[src/rtl/gpio_pkg.sv]
// Shared definitions for the edge-detecting GPIO controller.
// Assumes word-aligned byte addresses; the word index selects a register.
package gpio_pkg;
    typedef enum logic [2:0] {
        RG_LEVEL = 3'd0,
        RG_DIR   = 3'd1,
        RG_SET   = 3'd2,
        RG_CLR   = 3'd3,
        RG_RISE  = 3'd4,
        RG_FALL  = 3'd5,
        RG_STAT  = 3'd6,
        RG_ALT   = 3'd7
    } gpio_reg_e;
endpackage

[src/rtl/gpio_sync.sv]
// Two-flop synchroniser for the pad inputs.
// Assumes each bit is independent; no bus coherence is implied.
module gpio_sync #(
    parameter int W = 28
) (
    input  logic         clk,
    input  logic         rst_n,
    input  logic [W-1:0] d,
    output logic [W-1:0] q
);
    logic [W-1:0] meta_q;

    // Capture pads, then resample to settle metastability.
    always_ff @(posedge clk) begin
        if (!rst_n) begin
            meta_q <= '0;
            q      <= '0;
        end else begin
            meta_q <= d;
            q      <= meta_q;
        end
    end
endmodule

[src/rtl/gpio_regfile.sv]
// Register bank: direction, output latch, edge enables, alternate function,
// and the read multiplexer. Produces the clear mask for the status word.
// Assumes NPINS < DW; misaligned accesses are ignored.
module gpio_regfile import gpio_pkg::*; #(
    parameter int NPINS = 28,
    parameter int DW    = 32,
    parameter int AW    = 5
) (
    input  logic             clk,
    input  logic             rst_n,
    input  logic             reg_wr,
    input  logic [AW-1:0]    reg_addr,
    input  logic [DW-1:0]    reg_wdata,
    output logic [DW-1:0]    reg_rdata,
    input  logic [NPINS-1:0] sync_q,
    input  logic [NPINS-1:0] stat_q,
    output logic [NPINS-1:0] dir_q,
    output logic [NPINS-1:0] latch_q,
    output logic [NPINS-1:0] rise_q,
    output logic [NPINS-1:0] fall_q,
    output logic [NPINS-1:0] clr_mask
);
    localparam int IW = AW - 2;

    logic              aligned;
    logic [IW-1:0]     idx;
    logic [NPINS-1:0]  wd;
    logic [NPINS-1:0]  alt_q;
    logic [NPINS-1:0]  level;
    logic              unused_hi;
    logic              wr_dir, wr_set, wr_clr, wr_rise, wr_fall, wr_stat, wr_alt;

    assign aligned   = (reg_addr[1:0] == 2'b00);
    assign idx       = reg_addr[AW-1:2];
    assign wd        = reg_wdata[NPINS-1:0];
    assign unused_hi = ^reg_wdata[DW-1:NPINS];

    // Decode one write strobe per register.
    assign wr_dir  = reg_wr && aligned && (idx == RG_DIR);
    assign wr_set  = reg_wr && aligned && (idx == RG_SET);
    assign wr_clr  = reg_wr && aligned && (idx == RG_CLR);
    assign wr_rise = reg_wr && aligned && (idx == RG_RISE);
    assign wr_fall = reg_wr && aligned && (idx == RG_FALL);
    assign wr_stat = reg_wr && aligned && (idx == RG_STAT);
    assign wr_alt  = reg_wr && aligned && (idx == RG_ALT);

    assign clr_mask = wr_stat ? wd : '0;
    assign level    = (latch_q & dir_q) | (sync_q & ~dir_q);

    // Update configuration registers and the output latch.
    always_ff @(posedge clk) begin
        if (!rst_n) begin
            dir_q   <= '0;
            latch_q <= '0;
            rise_q  <= '0;
            fall_q  <= '0;
            alt_q   <= '0;
        end else begin
            if (wr_dir)  dir_q  <= wd;
            if (wr_rise) rise_q <= wd;
            if (wr_fall) fall_q <= wd;
            if (wr_alt)  alt_q  <= wd;
            if (wr_set)      latch_q <= latch_q | wd;
            else if (wr_clr) latch_q <= latch_q & ~wd;
        end
    end

    // Select the read value; strobe registers and bad offsets give zero.
    always_comb begin
        reg_rdata = '0;
        if (aligned) begin
            case (idx)
                RG_LEVEL: reg_rdata[NPINS-1:0] = level;
                RG_DIR:   reg_rdata[NPINS-1:0] = dir_q;
                RG_RISE:  reg_rdata[NPINS-1:0] = rise_q;
                RG_FALL:  reg_rdata[NPINS-1:0] = fall_q;
                RG_STAT:  reg_rdata[NPINS-1:0] = stat_q;
                RG_ALT:   reg_rdata[NPINS-1:0] = alt_q;
                default:  reg_rdata = '0;
            endcase
        end
    end
endmodule

[src/rtl/gpio_edge_det.sv]
// Edge detector and sticky status word.
// Assumes sync_q is already synchronous; a new edge beats a same-cycle clear.
module gpio_edge_det #(
    parameter int NPINS = 28
) (
    input  logic             clk,
    input  logic             rst_n,
    input  logic [NPINS-1:0] sync_q,
    input  logic [NPINS-1:0] dir_q,
    input  logic [NPINS-1:0] rise_q,
    input  logic [NPINS-1:0] fall_q,
    input  logic [NPINS-1:0] clr_mask,
    output logic [NPINS-1:0] stat_q
);
    logic [NPINS-1:0] prev_q;
    logic [NPINS-1:0] rise_ev;
    logic [NPINS-1:0] fall_ev;

    assign rise_ev =  sync_q & ~prev_q & rise_q & ~dir_q;
    assign fall_ev = ~sync_q &  prev_q & fall_q & ~dir_q;

    // Keep the previous sample and accumulate status, edges dominating.
    always_ff @(posedge clk) begin
        if (!rst_n) begin
            prev_q <= '0;
            stat_q <= '0;
        end else begin
            prev_q <= sync_q;
            stat_q <= (stat_q & ~clr_mask) | rise_ev | fall_ev;
        end
    end
endmodule

[src/rtl/gpio_irq_fan.sv]
// Interrupt fan-out: one line per low pin, one OR-ed line for the rest.
// Assumes NDIRECT < NPINS.
module gpio_irq_fan #(
    parameter int NPINS   = 28,
    parameter int NDIRECT = 11
) (
    input  logic [NPINS-1:0]   stat_q,
    output logic [NDIRECT-1:0] irq_pin,
    output logic               irq_rest
);
    for (genvar i = 0; i < NDIRECT; i++) begin : g_direct
        assign irq_pin[i] = stat_q[i];
    end

    assign irq_rest = |stat_q[NPINS-1:NDIRECT];
endmodule

[src/rtl/edge_gpio_ctrl.sv]
// Top of the edge-detecting GPIO controller: synchroniser, register bank,
// edge detector and interrupt fan-out.
// Assumes a single clock domain for the register bus; pads are asynchronous.
module edge_gpio_ctrl #(
    parameter int NPINS   = 28,
    parameter int NDIRECT = 11,
    parameter int DW      = 32,
    parameter int AW      = 5
) (
    input  logic               clk,
    input  logic               rst_n,
    input  logic               reg_wr,
    input  logic [AW-1:0]      reg_addr,
    input  logic [DW-1:0]      reg_wdata,
    output logic [DW-1:0]      reg_rdata,
    input  logic [NPINS-1:0]   pin_in,
    output logic [NPINS-1:0]   pin_out,
    output logic [NPINS-1:0]   pin_oe,
    output logic [NDIRECT-1:0] irq_pin,
    output logic               irq_rest
);
    logic [NPINS-1:0] sync_q, dir_q, latch_q, rise_q, fall_q, stat_q, clr_mask;

    gpio_sync #(.W(NPINS)) u_sync (
        .clk(clk), .rst_n(rst_n), .d(pin_in), .q(sync_q)
    );

    gpio_regfile #(.NPINS(NPINS), .DW(DW), .AW(AW)) u_regs (
        .clk(clk), .rst_n(rst_n), .reg_wr(reg_wr), .reg_addr(reg_addr),
        .reg_wdata(reg_wdata), .reg_rdata(reg_rdata), .sync_q(sync_q),
        .stat_q(stat_q), .dir_q(dir_q), .latch_q(latch_q), .rise_q(rise_q),
        .fall_q(fall_q), .clr_mask(clr_mask)
    );

    gpio_edge_det #(.NPINS(NPINS)) u_edge (
        .clk(clk), .rst_n(rst_n), .sync_q(sync_q), .dir_q(dir_q),
        .rise_q(rise_q), .fall_q(fall_q), .clr_mask(clr_mask), .stat_q(stat_q)
    );

    gpio_irq_fan #(.NPINS(NPINS), .NDIRECT(NDIRECT)) u_irq (
        .stat_q(stat_q), .irq_pin(irq_pin), .irq_rest(irq_rest)
    );

    assign pin_out = latch_q & dir_q;
    assign pin_oe  = dir_q;
endmodule

[config.mk]
export PLATFORM = sky130hd
export DESIGN_NAME = edge_gpio_ctrl
export DESIGN_NICKNAME = d
export VERILOG_FILES = /design/src/rtl/gpio_pkg.sv /design/src/rtl/gpio_sync.sv /design/src/rtl/gpio_regfile.sv /design/src/rtl/gpio_edge_det.sv /design/src/rtl/gpio_irq_fan.sv /design/src/rtl/edge_gpio_ctrl.sv
export SDC_FILE = /design/constraint.sdc
export NUM_CORES = 1
export LEC_CHECK = 0
export ABC_AREA = 1
export BUFFER_PORTS_ARGS = -buffer_cell sky130_fd_sc_hd__buf_2
export CAP_MARGIN = 20
export CORE_MARGIN = 4
export CORE_UTILIZATION = 40
export DETAILED_ROUTE_END_ITERATION = 12
export GPL_ROUTABILITY_DRIVEN = 0
export PLACE_DENSITY = 0.66
export SYNTH_ARGS = -nofsm -noshare
export SYNTH_HDL_FRONTEND = slang
export SYNTH_HIERARCHICAL = 1
export SYNTH_SLANG_ARGS = --single-unit
[constraint.sdc]
create_clock -name clk -period 1.3 [get_ports clk]
set_clock_uncertainty 0.2 [all_clocks]
set_input_delay 0.065 -clock clk [delete_from_list [all_inputs] [get_ports clk]]
set_output_delay 0.065 -clock clk [all_outputs]
set_load 0.03 [all_outputs]
# [Word level (Yosys, flattened, before mapping)]
# Cells that the tools add are included.
[word_totals] reg_bits=252 input_bits=68 output_inout_bits=100
[classes] eq_ne=7 n_mux=5 bitwise=19 reduce_logical=12
[op_table] op="$and A28 B28 Y28" n=10
[op_table] op="$pmux W28 S6" n=1
[op_table] op="$not A28 Y28" n=5
[op_table] op="$mux W28" n=4
[op_table] op="$or A28 B28 Y28" n=4
[op_table] op="$reduce_or A17 Y1" n=1
[op_table] op="$eq A3 B3 Y1 const B" n=4
[op_table] op="$logic_and A1 B1 Y1" n=8
[op_table] op="$eq A3 B2 Y1 const B" n=2
[op_table] op="$eq A3 B1 Y1 const B" n=1
[op_table] op="$logic_not A3 Y1" n=1
[op_table] op="$logic_not A2 Y1" n=1
[op_table] op="$reduce_bool A2 Y1" n=1

# [Longest topological paths before layout]
[depth] ltp_word=8 mapped_depth=9 depth_no_buf=8

# [Hierarchy]
# The synthesis kept the hierarchy.
[modules_own_cells] mod="gpio_regfile" instances=1 cells_per_inst=1163 area_per_inst_um2=7578.5 seq_area_each_um2=2802.7
[modules_own_cells] mod="gpio_edge_det" instances=1 cells_per_inst=426 area_per_inst_um2=2617.5 seq_area_each_um2=1121.1
[modules_own_cells] mod="gpio_sync" instances=1 cells_per_inst=174 area_per_inst_um2=1599.0 seq_area_each_um2=1121.1
[modules_own_cells] mod="edge_gpio_ctrl" instances=1 cells_per_inst=56 area_per_inst_um2=210.2 seq_area_each_um2=0.0
[modules_own_cells] mod="gpio_irq_fan" instances=1 cells_per_inst=25 area_per_inst_um2=140.1 seq_area_each_um2=0.0

# [Least setup slack after synthesis]
# OpenSTA, ideal clock, no wires.
[synth_path] path_type="reg2out" from="reg u_regs.dir_q[27]" to="out reg_rdata[27]" t_arrival_ps=1350 required_time_ps=1035 path_slack_ps=-315 stages_incl_launch_ff=7 n_path_buf=0 path_cell_list="dfxtp_1 nand2_1 nand2_1 nand2_1 nand2_1 inv_1 a21oi_1"
[synth_via] elab_chain_cells=5 word_cells_on_any_way=6
[synth_lines] element="from (decl)" line="gpio_regfile.sv:17" source="output logic [NPINS-1:0] dir_q,"
[synth_lines] element="from (signal assigned)" line="gpio_regfile.sv:59" source="if (wr_dir) dir_q <= wd;"
[synth_lines] element="$not A28 Y28" line="gpio_regfile.sv:48" source="assign level = (latch_q & dir_q) | (sync_q & ~dir_q);"
[synth_lines] element="$and A28 B28 Y28" line="gpio_regfile.sv:48"
[synth_lines] element="$or A28 B28 Y28" line="gpio_regfile.sv:48"
[synth_lines] element="$pmux W28 S6 *" line="gpio_regfile.sv:72" source="case (idx)"
[synth_lines] element="$mux W28 *" line="gpio_regfile.sv:71" source="if (aligned) begin"
[synth_lines] element="to (decl)" line="edge_gpio_ctrl.sv:15" source="output logic [DW-1:0] reg_rdata,"
# Every way passes the cells marked *; elsewhere a longest branch is shown, timed or not.

# [Worst setup path after layout]
[layout_path] from="reg u_regs.dir_q[11]" to="out reg_rdata[11]"
# Same word-level chain as after synthesis.

==> results_dict.tcl <==
set metrics [dict create \
    synth_area_per_cell_um2 6.59 \
    clockBufferDepth 3 \
    drive_above_1_share_pct 28.5 \
    comb_power_share_pct 11.4 \
    synth.cell_area_um2 12100 \
    end_kind "output port" \
    grt_pass1_wl_mm 65.0 \
    setup_tns_ps -25770 \
    preCtsSetupSlack_ps -294 \
    ys_seq_elements 252 \
    tritoncts "built" \
    p_leak_nw 8.48 \
    fin_ws_ps -538 \
    ys_seq_area_share_pct 41.5 \
    syn2layout_area_growth_pct 45.5 \
    rr_worst_depth 6 \
    worst_hold_slack_ps 23.8 \
    pin_count 168 \
    cts.sinks 252 \
    switching_share_pct 25.3 \
    dpl.hpwl_mm 25.6 \
    overflow 0 \
    first_pass_iters 5 \
    post-route-min-period_ps 1840 \
    finalMaxSlewViolations 0 \
    dp_cells 2404 \
    cp_max_fo 6 \
    wl_per_cell_um 15.9 \
    seq_power_share_pct 44.6 \
    synth-warning-count 6 \
    vias 13200 \
    rsz0062_at_grt "yes" \
    die_y_um 182 \
    insertion_delay_ps 550 \
    first_iter_violations 915 \
    worstMarginPinSlew_ps 614 \
    dpl-instance-area_um2 14400 \
    grtUsageTotal_pct 23.7 \
    worstSetupStartpointType "flop" \
    hold_viol 0 \
    cts_max_level 1 \
    viasPerCell 5.08 \
    port_buffers 159 \
    num-nets-final 2248 \
    whs_path_depth 6 \
    grt_pass1_vias 12600 \
    max_freq_ghz 0.544 \
    grt_start_max_net_pins 43 \
    die-area_um2 33200 \
    setup_viol 114 \
    power_density_nw_per_um2 1010 \
    synth.area.top_cells "dfxtp_1, nand2_1, inv_1" \
    coreArea_um2 29800 \
    synth_top_area_cell "dfxtp_1" \
    fp.dieW_um 182 \
    worstPathRequired_ps 1030 \
    min_period_over_period_pct 141 \
    finalPower_mw 17.9 \
    synthCells 1844 \
    arrival_ps 1570 \
    cap_violations 0 \
    pwr-share-clk_pct 44.0 \
    outcome "complete, but fails checks" \
    fin_cells 2592 \
    final_antenna_net_count 0 \
    initial_core_util_pct 40.8 \
    r2r_setup_slack_ps 50 \
    route.detailed.drc 0 \
    postLayoutCellArea_um2 17700 \
    synth_top_area_share_pct 41.5 \
    ys_types 24 \
    finish.utilization_pct 59.3 \
    switching_power_mw 4.54 \
    cts.clk_slew.worst_paths_ps 60 \
    num_rows 63 \
    cts-buffers-inserted 28 \
    ir_drop_uv 902 \
    violations "negative setup slack" \
    critPathKind "reg2out" \
    cts-root-buf "clkbuf_16" \
    slew-limit-headroom_pct 59.0 \
    antenna_found_initial 1 \
    p_int_mw 13.4 \
    min-delay-path-class "in2reg" \
    wirelength_mm 41.2 \
]
## kinds of logic (layout without fill, tap and decap cells)
| kind of cell | after synthesis | count (layout) | share of synthesized area [%] |
|---|---|---|---|
| simple gates | 898 | 898 | 31.7 |
| buf+inv | 441 | 795 | 16.3 |
| compound gates | 252 | 252 | 10.4 |
| flops | 252 | 252 | 41.5 |
| other cells | 1 | 5 | 0.0309 |
## critical path, cell delays in order (launching register included)
cell	delay [ps]
dfxtp_4	370
inv_2	60
nand2_2	60
nand2_2	60
nand2_1	40
nand2_1	90
inv_2	60
a21oi_4	130
buf_6	150
## Yosys cell counts (all sizes together)
| library cell | n |
|---|---|
| a21oi | 140 |
| buf | 101 |
| clkbuf | 22 |
| conb | 1 |
| dfxtp | 252 |
| inv | 318 |
| nand2 | 482 |
| nand3 | 117 |
| nand4 | 113 |
| nor2 | 183 |
| nor3 | 2 |
| o21ai | 112 |
| or2 | 1 |
## power by group through the flow
stage	sequential [mW]	combinational [mW]	clock [mW]
after floorplan	8.20	0.895	0
final	7.99	2.03	7.89
after global placement	8.19	1.59	0
after detailed placement	8.19	1.61	0
after CTS	7.98	1.96	8.02
after global routing	8.01	2.18	8.28
## final timing paths
check,from,endpoint
hold reg to reg,u_sync/meta_q[1],u_sync/q[1]
hold / removal,reg_addr[4],flop
setup / recovery,u_regs/dir_q[11],reg_rdata[11]
setup reg to reg,u_regs/dir_q[19],u_edge/stat_q[19]
## cells in the final DEF, fill, tap and decap left out, drive strengths merged, types with 2 or more instances in the layout
cell type    count
nand2          482
buf            334
inv            318
dfxtp          252
nor2           183
a21oi          140
nand3          117
nand4          113
o21ai          112
dlygate4sd3     92
clkbuf          43
clkinv           4
conb             4
clkinvlp         2
bufinv           2
nor3             2
## layer usage
metal / track usage, % / vias up / wire length [um]
li1: - / 6438 / -
met1: 30.9 / 6127 / 17300
met2: 40.0 / 523 / 19900
met3: 3.35 / 91 / 2770
met4: 8.77 / 0 / 1190
met5: 0 / - / 0
## layout make-up
type | instances | area [um2]
inverters | 318 | 1200
fillers | 2609 | 12100
clock inverters | 8 | 95.1
well taps | 390 | 488
diodes | 1 | 2.50
clock buffers | 43 | 808
multi-input cells | 1154 | 5680
repair buffers | 426 | 4190
flip-flops and latches | 252 | 5210
## repair_timing
action | 4_1_cts | 5_1_grt
pin swaps | 31 | 27
hold buffers | 93 | 3
setup buffers | 37 | 22
hold endpoints to repair | 252 | 26
gates resized for setup | 370 | 99
endpoints found under the setup margin | 96 | 146
Power figures use the tool's default switching activity.
